<file path="config.mk">
export PLATFORM = sky130hd
export DESIGN_NAME = memtest_gen
export DESIGN_NICKNAME = d
export VERILOG_FILES = /design/src/rtl/memtest_pkg.sv /design/src/rtl/memtest_addr_seq.sv /design/src/rtl/memtest_beat_ctr.sv /design/src/rtl/memtest_rd_check.sv /design/src/rtl/memtest_gen.sv
export SDC_FILE = /design/constraint.sdc
export NUM_CORES = 1
export LEC_CHECK = 0
export ABC_AREA = 1
export BUFFER_PORTS_ARGS = -buffer_cell sky130_fd_sc_hd__buf_2
export CAP_MARGIN = 20
export CELL_PAD_IN_SITES_DETAIL_PLACEMENT = 1
export CELL_PAD_IN_SITES_GLOBAL_PLACEMENT = 2
export CORE_ASPECT_RATIO = 0.8
export CORE_MARGIN = 10
export CORE_UTILIZATION = 22
export DETAILED_ROUTE_END_ITERATION = 6
export PLACE_DENSITY_LB_ADDON = 0.1
export SLEW_MARGIN = 25
export SYNTH_ARGS = -nofsm -noshare
export SYNTH_HDL_FRONTEND = slang
export SYNTH_SLANG_ARGS = --single-unit
</file>
<file path="constraint.sdc">
create_clock -name clk -period 2.1 [get_ports clk]
set_input_delay 0.42 -clock clk [delete_from_list [all_inputs] [get_ports clk]]
set_output_delay 0.42 -clock clk [all_outputs]
set_load 0.1 [all_outputs]
</file>
<file path="src/rtl/memtest_pkg.sv">
package memtest_pkg;
  localparam int CODE_W = 3;
  localparam int ADDR_W = 33;
  localparam int CMD_W  = CODE_W + ADDR_W;
  localparam int HALF_W = 64;
  localparam int DATA_W = 2 * HALF_W;
  localparam int BEAT_W = 2;
  localparam int KW_W   = BEAT_W + 1;
  localparam int STR_W  = 4;

  localparam logic [CODE_W-1:0] OP_WRITE = 3'b000;
  localparam logic [CODE_W-1:0] OP_READ  = 3'b001;

  typedef enum logic [2:0] {
    ST_IDLE,
    ST_WDATA,
    ST_WCMD,
    ST_RCMD,
    ST_RDATA,
    ST_DONE
  } gen_state_t;

  // data-FIFO words per command
  function automatic logic [KW_W-1:0] words_per_cmd(input logic b8);
    return b8 ? KW_W'(4) : KW_W'(2);
  endfunction

  // address step per command, in 64-bit memory words
  function automatic logic [STR_W-1:0] stride_of(input logic b8, input logic fix8);
    return (fix8 || b8) ? STR_W'(8) : STR_W'(4);
  endfunction

  // value stored at one 64-bit memory word
  function automatic logic [HALF_W-1:0] mem_word(input logic [ADDR_W-1:0] m);
    return {~m[31:0], m[31:0]} ^ {m[32], 63'b0};
  endfunction

  // one 128-bit FIFO word: rising beat low, falling beat high
  function automatic logic [DATA_W-1:0] beat_pattern(input logic [ADDR_W-1:0] a,
                                                     input logic [BEAT_W-1:0] j);
    logic [ADDR_W-1:0] lo_m;
    logic [ADDR_W-1:0] hi_m;
    lo_m = a + ADDR_W'({j, 1'b0});
    hi_m = lo_m + ADDR_W'(1);
    return {mem_word(hi_m), mem_word(lo_m)};
  endfunction
endpackage

</file>
<file path="src/rtl/memtest_addr_seq.sv">
module memtest_addr_seq
  import memtest_pkg::*;
#(
  parameter int CNT_W = 16
) (
  input  logic              clk,
  input  logic              rst_n,
  input  logic              clear,
  input  logic              step,
  input  logic [STR_W-1:0]  stride,
  input  logic [CNT_W-1:0]  total,
  output logic [ADDR_W-1:0] addr,
  output logic              last
);
  logic [CNT_W-1:0] idx;
  logic [CNT_W-1:0] total_m1;

  assign total_m1 = total - CNT_W'(1);
  assign last     = (idx == total_m1);

  always_ff @(posedge clk) begin
    if (!rst_n || clear) begin
      addr <= '0;
      idx  <= '0;
    end else if (step) begin
      addr <= addr + ADDR_W'(stride);
      idx  <= idx + CNT_W'(1);
    end
  end
endmodule

</file>
<file path="src/rtl/memtest_beat_ctr.sv">
module memtest_beat_ctr
  import memtest_pkg::*;
(
  input  logic              clk,
  input  logic              rst_n,
  input  logic              clear,
  input  logic              step,
  input  logic [KW_W-1:0]   words,
  output logic [BEAT_W-1:0] beat,
  output logic              last
);
  assign last = ({1'b0, beat} == (words - KW_W'(1)));

  always_ff @(posedge clk) begin
    if (!rst_n || clear) begin
      beat <= '0;
    end else if (step) begin
      beat <= last ? '0 : beat + BEAT_W'(1);
    end
  end
endmodule

</file>
<file path="src/rtl/memtest_rd_check.sv">
module memtest_rd_check
  import memtest_pkg::*;
(
  input  logic              clk,
  input  logic              rst_n,
  input  logic              clear,
  input  logic              valid,
  input  logic [DATA_W-1:0] actual,
  input  logic [DATA_W-1:0] expected,
  output logic              mismatch,
  output logic              err
);
  assign mismatch = valid && (actual != expected);

  always_ff @(posedge clk) begin
    if (!rst_n || clear) begin
      err <= 1'b0;
    end else if (mismatch) begin
      err <= 1'b1;
    end
  end
endmodule

</file>
<file path="src/rtl/memtest_gen.sv">
module memtest_gen
  import memtest_pkg::*;
#(
  parameter int CNT_W = 16
) (
  input  logic              clk,
  input  logic              rst_n,
  input  logic              start,
  input  logic              burst8,
  input  logic              fixed_stride,
  input  logic [CNT_W-1:0]  cmd_total,
  input  logic              cmd_afull,
  output logic              cmd_wr_en,
  output logic [CMD_W-1:0]  cmd_data,
  input  logic              wdf_afull,
  output logic              wdf_wr_en,
  output logic [DATA_W-1:0] wdf_data,
  input  logic              rdf_empty,
  input  logic [DATA_W-1:0] rdf_data,
  output logic              rdf_rd_en,
  output logic              done,
  output logic              err
);
  gen_state_t        state, state_nx;
  logic              cfg_b8, cfg_fix;
  logic [CNT_W-1:0]  cfg_total;

  logic [KW_W-1:0]   words_k;
  logic [STR_W-1:0]  stride;
  logic [ADDR_W-1:0] addr;
  logic [BEAT_W-1:0] beat;
  logic              last_cmd, last_beat;
  logic [DATA_W-1:0] expect_word;

  // named internal events
  logic start_accept, wdf_push, cmd_push, rdf_pop;
  logic wr_last_cmd, rd_burst_end, seq_clear, seq_step;
  logic beat_step, data_mismatch;

  assign words_k     = words_per_cmd(cfg_b8);
  assign stride      = stride_of(cfg_b8, cfg_fix);
  assign expect_word = beat_pattern(addr, beat);

  assign start_accept = (state == ST_IDLE) && start;
  assign wdf_push     = (state == ST_WDATA) && !wdf_afull;
  assign cmd_push     = ((state == ST_WCMD) || (state == ST_RCMD)) && !cmd_afull;
  assign rdf_pop      = (state == ST_RDATA) && !rdf_empty;
  assign beat_step    = wdf_push || rdf_pop;
  assign wr_last_cmd  = (state == ST_WCMD) && cmd_push && last_cmd;
  assign rd_burst_end = rdf_pop && last_beat;
  assign seq_clear    = start_accept || wr_last_cmd;
  assign seq_step     = ((state == ST_WCMD) && cmd_push && !last_cmd) ||
                        (rd_burst_end && !last_cmd);

  always_ff @(posedge clk) begin
    if (!rst_n) begin
      state     <= ST_IDLE;
      cfg_b8    <= 1'b0;
      cfg_fix   <= 1'b0;
      cfg_total <= '0;
    end else begin
      state <= state_nx;
      if (start_accept) begin
        cfg_b8    <= burst8;
        cfg_fix   <= fixed_stride;
        cfg_total <= cmd_total;
      end
    end
  end

  always_comb begin
    state_nx = state;
    unique case (state)
      ST_IDLE:  if (start) state_nx = (cmd_total == '0) ? ST_DONE : ST_WDATA;
      ST_WDATA: if (wdf_push && last_beat) state_nx = ST_WCMD;
      ST_WCMD:  if (cmd_push) state_nx = last_cmd ? ST_RCMD : ST_WDATA;
      ST_RCMD:  if (cmd_push) state_nx = ST_RDATA;
      ST_RDATA: if (rd_burst_end) state_nx = last_cmd ? ST_DONE : ST_RCMD;
      ST_DONE:  state_nx = ST_IDLE;
      default:  state_nx = ST_IDLE;
    endcase
  end

  memtest_addr_seq #(.CNT_W(CNT_W)) u_seq (
    .clk    (clk),
    .rst_n  (rst_n),
    .clear  (seq_clear),
    .step   (seq_step),
    .stride (stride),
    .total  (cfg_total),
    .addr   (addr),
    .last   (last_cmd)
  );

  memtest_beat_ctr u_beat (
    .clk   (clk),
    .rst_n (rst_n),
    .clear (start_accept),
    .step  (beat_step),
    .words (words_k),
    .beat  (beat),
    .last  (last_beat)
  );

  memtest_rd_check u_chk (
    .clk      (clk),
    .rst_n    (rst_n),
    .clear    (start_accept),
    .valid    (rdf_pop),
    .actual   (rdf_data),
    .expected (expect_word),
    .mismatch (data_mismatch),
    .err      (err)
  );

  assign cmd_wr_en = cmd_push;
  assign cmd_data  = {(state == ST_RCMD) ? OP_READ : OP_WRITE, addr};
  assign wdf_wr_en = wdf_push;
  assign wdf_data  = expect_word;
  assign rdf_rd_en = rdf_pop;
  assign done      = (state == ST_DONE);
endmodule

</file>
Word level (Yosys, flattened, before mapping):

Cells that the tools add are included.

* output and inout bits: 169
* input port bits: 152
* register bits after elaboration: 73
* logic and storage cells: 71

* equal/unequal tests: 13
* add/subtract/negate cells: 7
* bitwise operators: 4
* muxes and demuxes: 13
* reduce and logical (&&, ||, !) cells: 26

Operators with widths (count)
* 128-bit != test: 1
* 64-bit bitwise XOR: 2
* 32-bit NOT: 2
* 33-bit by 1-bit adder with 33-bit output (second input constant): 1
* 33-bit by 3-bit adder with 33-bit output: 1
* 33-bit by 4-bit adder with 33-bit output: 1
* 3-bit two-way mux: 8
* 16-bit by 1-bit adder with 16-bit output (second input constant): 1
* 16-bit equality test: 1
* 16-bit zero test: 1
* 16-bit by 1-bit subtractor with 16-bit output (second input constant): 1
* 3-bit case mux with 5 select lines: 1
* 1-bit logical AND: 11
* 2-bit != test (second input constant): 4
* 1-bit logical OR: 7
* 3-bit by 2-bit equality test with 1-bit output (second input constant): 2
* 3-bit equality test (second input constant): 2
* 1-bit zero test: 5
* 5-bit AND reduction: 1
* 2-bit two-way mux: 2
* 4-bit two-way mux: 1
* 2-bit by 3-bit equality test with 1-bit output: 1
* 3-bit by 1-bit equality test with 1-bit output (second input constant): 1
* 3-bit zero test: 1
* other kinds (4): 4

Depth between registers and ports, before layout:

Gate-level depths: netlist of run 1.

* depth after elaboration: 7
* gate-level depth with buffers: 20
* gate-level depth less buffers: 20

Hierarchy:

From an unflattened synthesis of run 1, not the netlist that was laid out.

* cell total of the unflattened synthesis: 1557
* area, all modules: 8727.1 um^2

By module, submodules not included
* memtest_gen: times used 1, area an instance 3382.0 um^2, sequential area each 420.4 um^2, cells each 635
* memtest_addr_seq: times used 1, area an instance 3328.2 um^2, sequential area each 980.9 um^2, cells each 555
* memtest_rd_check: times used 1, area an instance 1833.0 um^2, sequential area each 20.0 um^2, cells each 336
* memtest_beat_ctr: times used 1, area an instance 183.9 um^2, sequential area each 40.0 um^2, cells each 31

Worst setup path before layout of run 1:

Ideal clock, no wire load.

* path type: register -> output
* from: register u_seq.addr[2]
* to: output wdf_data[122]
* path buffers: 1
* data required time: 1.680 ns
* data arrival time: 4.119 ns
* setup slack: -2.439 ns
* stages on the path, launching flop included: 12
* cell sequence: dfxtp_1 ha_1 ha_1 inv_1 nor2_8 nand2_4 inv_1 nand2_1 nand2_2 nand2_1 inv_1 buf_4

* word-level cells in the longest chain between the ends: 4

Ends and longest elaborated chain
* start, declared: line memtest_addr_seq.sv:12 `output logic [ADDR_W-1:0] addr,`
* start signal, assigned: line memtest_addr_seq.sv:26 `addr <= addr + ADDR_W'(stride);`
* 33-bit by 3-bit adder with 33-bit output: line memtest_pkg.sv:43 `lo_m = a + ADDR_W'({j, 1'b0});`
* 33-bit by 1-bit adder with 33-bit output: line memtest_pkg.sv:44 `hi_m = lo_m + ADDR_W'(1);`
* 32-bit NOT: line memtest_pkg.sv:35 `return {~m[31:0], m[31:0]} ^ {m[32], 63'b0};`
* 64-bit bitwise XOR: line memtest_pkg.sv:35
* end, declared: line memtest_gen.sv:17 `output logic [DATA_W-1:0] wdf_data,`

No other way between the ends.

Worst setup path in the final report of run 1:

* from: register u_beat.beat[1]
* to: output wdf_data[63]

* word-level cells in the longest chain between the ends: 3

Ends and longest elaborated chain
* start, declared: line memtest_beat_ctr.sv:9 `output logic [BEAT_W-1:0] beat,`
* start signal, assigned: line memtest_beat_ctr.sv:18 `beat <= last ? '0 : beat + BEAT_W'(1);`
* 33-bit by 3-bit adder with 33-bit output *: line memtest_pkg.sv:43
* 32-bit NOT: line memtest_pkg.sv:35
* 64-bit bitwise XOR *: line memtest_pkg.sv:35

Mark *: on every way between the ends. The rest lies on a longest branch, timed or not.

==> results of run 1 <==
## cell type report
| class | instances | area share, % |
|---|---|---|
| clock inverter | 7 | 0.400 |
| inverter | 210 | 5.34 |
| clock buffer | 9 | 1.26 |
| tap | 487 | 3.42 |
| antenna | 1 | 0.0140 |
| sequential | 71 | 8.59 |
| multi-input combinational | 1116 | 41.2 |
| timing repair buffer | 702 | 39.8 |
## path summary, 6_finish.rpt
check	start	to	slack, ns	depth (start not counted)
setup / recovery	u_beat.beat[1]	wdf_data[63]	-0.72	13
hold / removal	fixed_stride	cfg_fix	0.34	3
setup reg to reg	u_beat.beat[1]	u_chk.err	-0.61	18
hold reg to reg	cfg_fix	cfg_fix	0.50	2
## routing by layer
layer | vias to the layer above | track usage (%) | wire [um]
met5 | - | 0 | 39
met4 | 6 | 2.63 | 397
met3 | 25 | 4.58 | 2690
met2 | 234 | 32.9 | 23200
met1 | 5606 | 27.2 | 22900
li1 | 5812 | - | -
## synthesized netlist by cell type (2+ instances only)
cell type,n
or2_2,3
a21oi_1,70
nor2_4,5
clkbuf_1,5
nand2_1,515
nor2_1,153
nand3b_1,19
conb_1,2
nand4_1,20
o21ai_2,2
nor4_1,6
nor3_1,21
buf_6,3
xnor2_1,13
inv_1,203
dfxtp_1,71
ha_1,6
buf_2,11
inv_2,7
nand3_1,136
xor2_1,47
nand2_2,25
nand2_4,4
nand3_2,4
nor2_8,3
buf_4,73
nor2_2,15
o21ai_0,30
## timing repair
item	4_1_cts	5_1_grt
hold buffers	0	0
endpoints found under the setup margin	164	167
gates cloned	5	5
pin swaps	55	88
setup buffers	68	41
hold endpoints to repair	0	0
resized for setup	213	242
## worst max-delay path: stages, from the launching register on
cell and delay, ns:
dfxtp_2 0.35, ha_4 0.17, buf_6 0.11, nand2_4 0.04, nor2_4 0.24, nand2_4 0.11
buf_6 0.14, nor2_4 0.18, nand3_4 0.11, nand2_4 0.11, clkinvlp_4 0.12, nand2_4 0.11
nand2_8 0.06, buf_12 0.16
## logic make-up (layout without fill, tap and decap cells)
family	after synthesis	after routing	synth area share (%)
AND/OR/NAND/NOR	933	933	50.2
buffers and inverters	303	928	17.7
AO/OA/AOI/OAI	108	108	7.03
flip-flops	71	71	17.4
XOR/XNOR	60	60	6.43
adder cells (fa/ha/maj)	7	7	1.16
other	2	9	0.0919
## state kept, by name, indices dropped and copies added (netlist names)
name and flops:
cfg_b8 1, cfg_fix 1, cfg_total 16, state 3, u_beat.beat 2, u_chk.err 1
u_seq.addr 31, u_seq.idx 16
## power by group through the flow
stage | registers (mW) | logic, mW | clock network (mW)
after floorplan | 1.54 | 1.66 | 0
after global placement | 1.54 | 2.50 | 0
after detailed placement | 1.54 | 2.53 | 0
after CTS | 1.51 | 2.97 | 1.68
after global routing | 1.54 | 3.75 | 1.72
final | 1.53 | 3.46 | 1.64
==> results.json, run 1 <==
{
  "ys_types": 40,
  "h-tree-depth": 3,
  "fmax_ghz": 0.355,
  "p_clk_share_pct": 24.8,
  "netlist_area_mm2": 0.00817,
  "skew_ns": 0.00861,
  "cts_made_buffers": 9,
  "failed_checks": "setup timing",
  "grt_usage_pct": 20.2,
  "grt_start_max_net_pins": 28,
  "cellLeakagePower_nw": 8.45,
  "rsz0062_at_grt": "yes",
  "ir_worst_vdd_uv": 325,
  "setup_ws_ns": -0.716,
  "ys_ff_latch": 71,
  "combPwrFrac_pct": 52.2,
  "nets": 2269,
  "drc": 0,
  "cp.arrival_ns": 2.40,
  "vias": 11700,
  "power.total_mw": 6.62,
  "drv_slew": 0,
  "place_ws_ns": -1.07,
  "fill_cells": 4603,
  "grt_pass1_wl_um": 71600,
  "netlist_instances": 1484,
  "via_per_inst": 4.49,
  "async_flop_share_pct": 0,
  "core_area_mm2": 0.0369,
  "place_inst": 2485,
  "tightestPinTransition_ns": 0.549,
  "synth-edff-count": 0,
  "cts_sinks": 71,
  "wl_per_cell_um": 18.9,
  "syn_area_per_cell_um2": 5.51,
  "dpl_cell_area_mm2": 0.0148,
  "drt_pre_antenna_iters": 5,
  "place_hpwl_um": 39800,
  "finalInstanceArea_mm2": 0.0178,
  "pin_count": 321,
  "switchingPower_mw": 2.85,
  "layout_commonest_cell": "nand2_1",
  "max-slew-margin-rel_pct": 63.7,
  "grt_pass1_vias": 12100,
  "port-buffer-count": 312,
  "clk_latency_ns": 0.36,
  "worstPathRequired_ns": 1.68,
  "fin_setup_tns_ns": -73.01,
  "p_per_area_mw_per_mm2": 372,
  "setup_violations": 164,
  "whs_ns": 0.343,
  "fin_crit_ns": 2.82,
  "final_cell_mix": "nand2_1, buf_4, buf_2, inv_1, buf_12",
  "ys.flop_type": "dfxtp_1",
  "cp_max_fo": 4,
  "antenna_found_initial": 4,
  "path_clk_slew_ns": 0.06,
  "post-synth-top-area-fraction_pct": 23.6,
  "start_kind": "flip-flop",
  "drtIter0Drc": 424,
  "hold_violations": 0,
  "antenna_left": 0,
  "finalCritPeriodShare_pct": 134,
  "multi_input_area_mm2": 0.00733,
  "grt.overflow.total": 0,
  "die_w_um": 236,
  "p_int_mw": 3.77,
  "synthToLayoutAreaGrowth_pct": 118,
  "critPathKind": "reg -> out",
  "endpoint_kind": "output pin",
  "switching_share_pct": 43.1,
  "stdcell_count": 2603,
  "status": "finished with violations",
  "final_util_pct": 48.3,
  "regArea_mm2": 0.00153,
  "seqPwrFrac_pct": 23.0,
  "routabilityCongestion": 0.880,
  "ys_seq_area_share_pct": 17.4,
  "die-area_mm2": 0.0453,
  "start_util_pct": 22.2,
  "max_cap_violations": 0,
  "root_buffer": "clkbuf_16",
  "cts_tree": "built",
  "routed_wl_um": 49200,
  "std_cell_rows": 63,
  "die_h_um": 192,
  "hold_class": "in -> reg",
  "synth_largest_area_cell": "nand2_1",
  "synthTopCellsByArea": "nand2_1, dfxtp_1, inv_1",
  "drive_gt1_share_pct": 51.6,
  "yosysWarnings": 0,
  "ctsLongestPathBuffers": 2
}
(Power assumes the default switching activity.)
==> inputs of run 2 (changes only) <==
RECOVER_POWER = 100   (was default)
==> run 2 against run 1 <==
Flip-flop and latch count unchanged. Critical endpoint unchanged. Largest power group unchanged. The flow still finishes with violations (setup timing). Maximum frequency about the same. Sequential power barely moved. Total power about the same. Final area about the same. Highest routed layer unchanged.
==> results.json, run 2 (synthesis gave the netlist of run 1 again) <==
{
  "synthToLayoutAreaGrowth_pct": 118,
  "critPathKind": "reg -> out",
  "tightestPinTransition_ns": 0.549,
  "drt_pre_antenna_iters": 5,
  "h-tree-depth": 3,
  "largest_reg_flops": 31,
  "path_clk_slew_ns": 0.06,
  "hold_violations": 0,
  "multi_input_area_mm2": 0.00733,
  "cts_tree": "built",
  "ir_worst_vdd_uv": 325,
  "setup_ws_ns": -0.716,
  "hold_class": "in -> reg",
  "clk_latency_ns": 0.36,
  "antenna_left": 0,
  "antenna_found_initial": 4,
  "die_w_um": 236,
  "ctsLongestPathBuffers": 2,
  "grt_pass1_vias": 12100,
  "finalInstanceArea_mm2": 0.0178,
  "pin_count": 321,
  "p_per_area_mw_per_mm2": 372,
  "nets": 2269,
  "core_area_mm2": 0.0369,
  "critPathLaunch": "u_beat.beat[1]",
  "worstPathCellList": "ha_4 -> buf_6 -> nand2_4 -> nor2_4 -> nand2_4 -> buf_6 -> nor2_4 -> nand3_4 -> nand2_4 -> clkinvlp_4 -> nand2_4 -> nand2_8 -> buf_12",
  "cp.arrival_ns": 2.40,
  "fin_crit_ns": 2.82,
  "grt_start_max_net_pins": 28,
  "cts_sinks": 71,
  "skew_ns": 0.00856,
  "via_per_inst": 4.49,
  "routabilityCongestion": 0.880,
  "reg2reg_from": "u_beat.beat[1]",
  "vias": 11700,
  "largestRegisters": "u_seq.addr x31, cfg_total x16, u_seq.idx x16",
  "cp_common_cell": "nand2_4",
  "fill_cells": 4602,
  "setup_violations": 164,
  "max_cap_violations": 0,
  "port-buffer-count": 312,
  "drc": 0,
  "start_kind": "flip-flop",
  "wl_per_cell_um": 18.9,
  "layout_commonest_cell": "nand2_1",
  "top_layer": "met5",
  "drive_gt1_share_pct": 51.6,
  "root_buffer": "clkbuf_16",
  "met1_length_um": 22900,
  "status": "finished with violations",
  "hold_start": "fixed_stride",
  "start_util_pct": 22.2,
  "power.total_mw": 6.62,
  "slowest_stage": "dfxtp_2",
  "cts_made_buffers": 9,
  "die-area_mm2": 0.0453,
  "whs_ns": 0.343,
  "drv_slew": 0,
  "place_hpwl_um": 39800,
  "grt_usage_pct": 20.2,
  "failed_checks": "setup timing",
  "wl_met3_um": 2660,
  "wl_met2_um": 23100,
  "drtIter0Drc": 424,
  "dpl_cell_area_mm2": 0.0148,
  "cp_slowest_stage_delay_ns": 0.35,
  "std_cell_rows": 63,
  "grt.overflow.total": 0,
  "final_cell_mix": "nand2_1, buf_4, buf_2, inv_1, buf_12",
  "die_h_um": 192,
  "cellLeakagePower_nw": 8.45,
  "grt_pass1_wl_um": 71600,
  "routed_wl_um": 49200,
  "finalCritPeriodShare_pct": 134,
  "regArea_mm2": 0.00153,
  "max-slew-margin-rel_pct": 63.7,
  "regMostFlops": "u_seq.addr",
  "cp_max_fo": 4,
  "worstPathRequired_ns": 1.68,
  "cts-hold-fix-buffers": 0,
  "fmax_ghz": 0.355,
  "endpoint_kind": "output pin",
  "rsz0062_at_grt": "yes"
}
[run 2: cell types whose count changed in the layout (fill, tap and decap cells not counted)]
cell      before  now
buf_4        246  245
clkbuf_2       0    1
inv_1        172  173
inv_2          9    8
[run 2: critical path, delay by kind of cell, from the launching register on]
family | cells | cell delay (ns)
buffers and inverters | 4 | 0.53
and+or+nand+nor | 8 | 0.95
DFF | 1 | 0.35
adders and majority gates | 1 | 0.17
[run 2: final timing paths]
kind                   to  slack, ns  cells after the start
min               cfg_fix       0.34                      3
max          wdf_data[63]      -0.72                     13
min reg2reg       cfg_fix       0.50                      2
max reg2reg     u_chk.err      -0.61                     18
[run 2: where the power goes]
part,total [mW],internal (mW),switching [mW]
Clock,1.64,0.925,0.715
Sequential,1.53,1.42,0.105
Combinational,3.45,1.42,2.03
[run 2: through the flow]
stage	util [%]	TNS (ns)	setup WS (ns)	instances
detailed placement	40.2	-33.57	-1.07	2485
finish	48.3	-73.02	-0.716	2603
floorplan	-	-34.81	-0.972	1490
global route	48.3	-89.57	-0.795	2603
global placement	40.2	-26.39	-1.05	2485
CTS	45.1	-69.91	-0.694	2571
[run 2: what timing repair did]
action / CTS / global route
pin swaps: 55 / 88
resized for setup: 213 / 242
endpoints found under the setup margin: 164 / 167
endpoints found under the hold margin: 0 / 0
gates cloned: 5 / 5
setup buffers: 68 / 41
[run 2: area by class of cell]
class	instances	share of cell area (%)
diodes	1	0.0141
multi-input cells	1116	41.2
clock buffers	9	1.26
repair buffers	702	39.8
flip-flops and latches	71	8.59
well taps	487	3.42
inverters	210	5.34
clock inverters	7	0.400
[run 2: metal layers]
metal | vias up | global-route usage (%)
met5 | - | 0
met4 | 6 | 2.63
met3 | 25 | 4.58
met2 | 232 | 32.9
met1 | 5608 | 27.2
li1 | 5812 | -
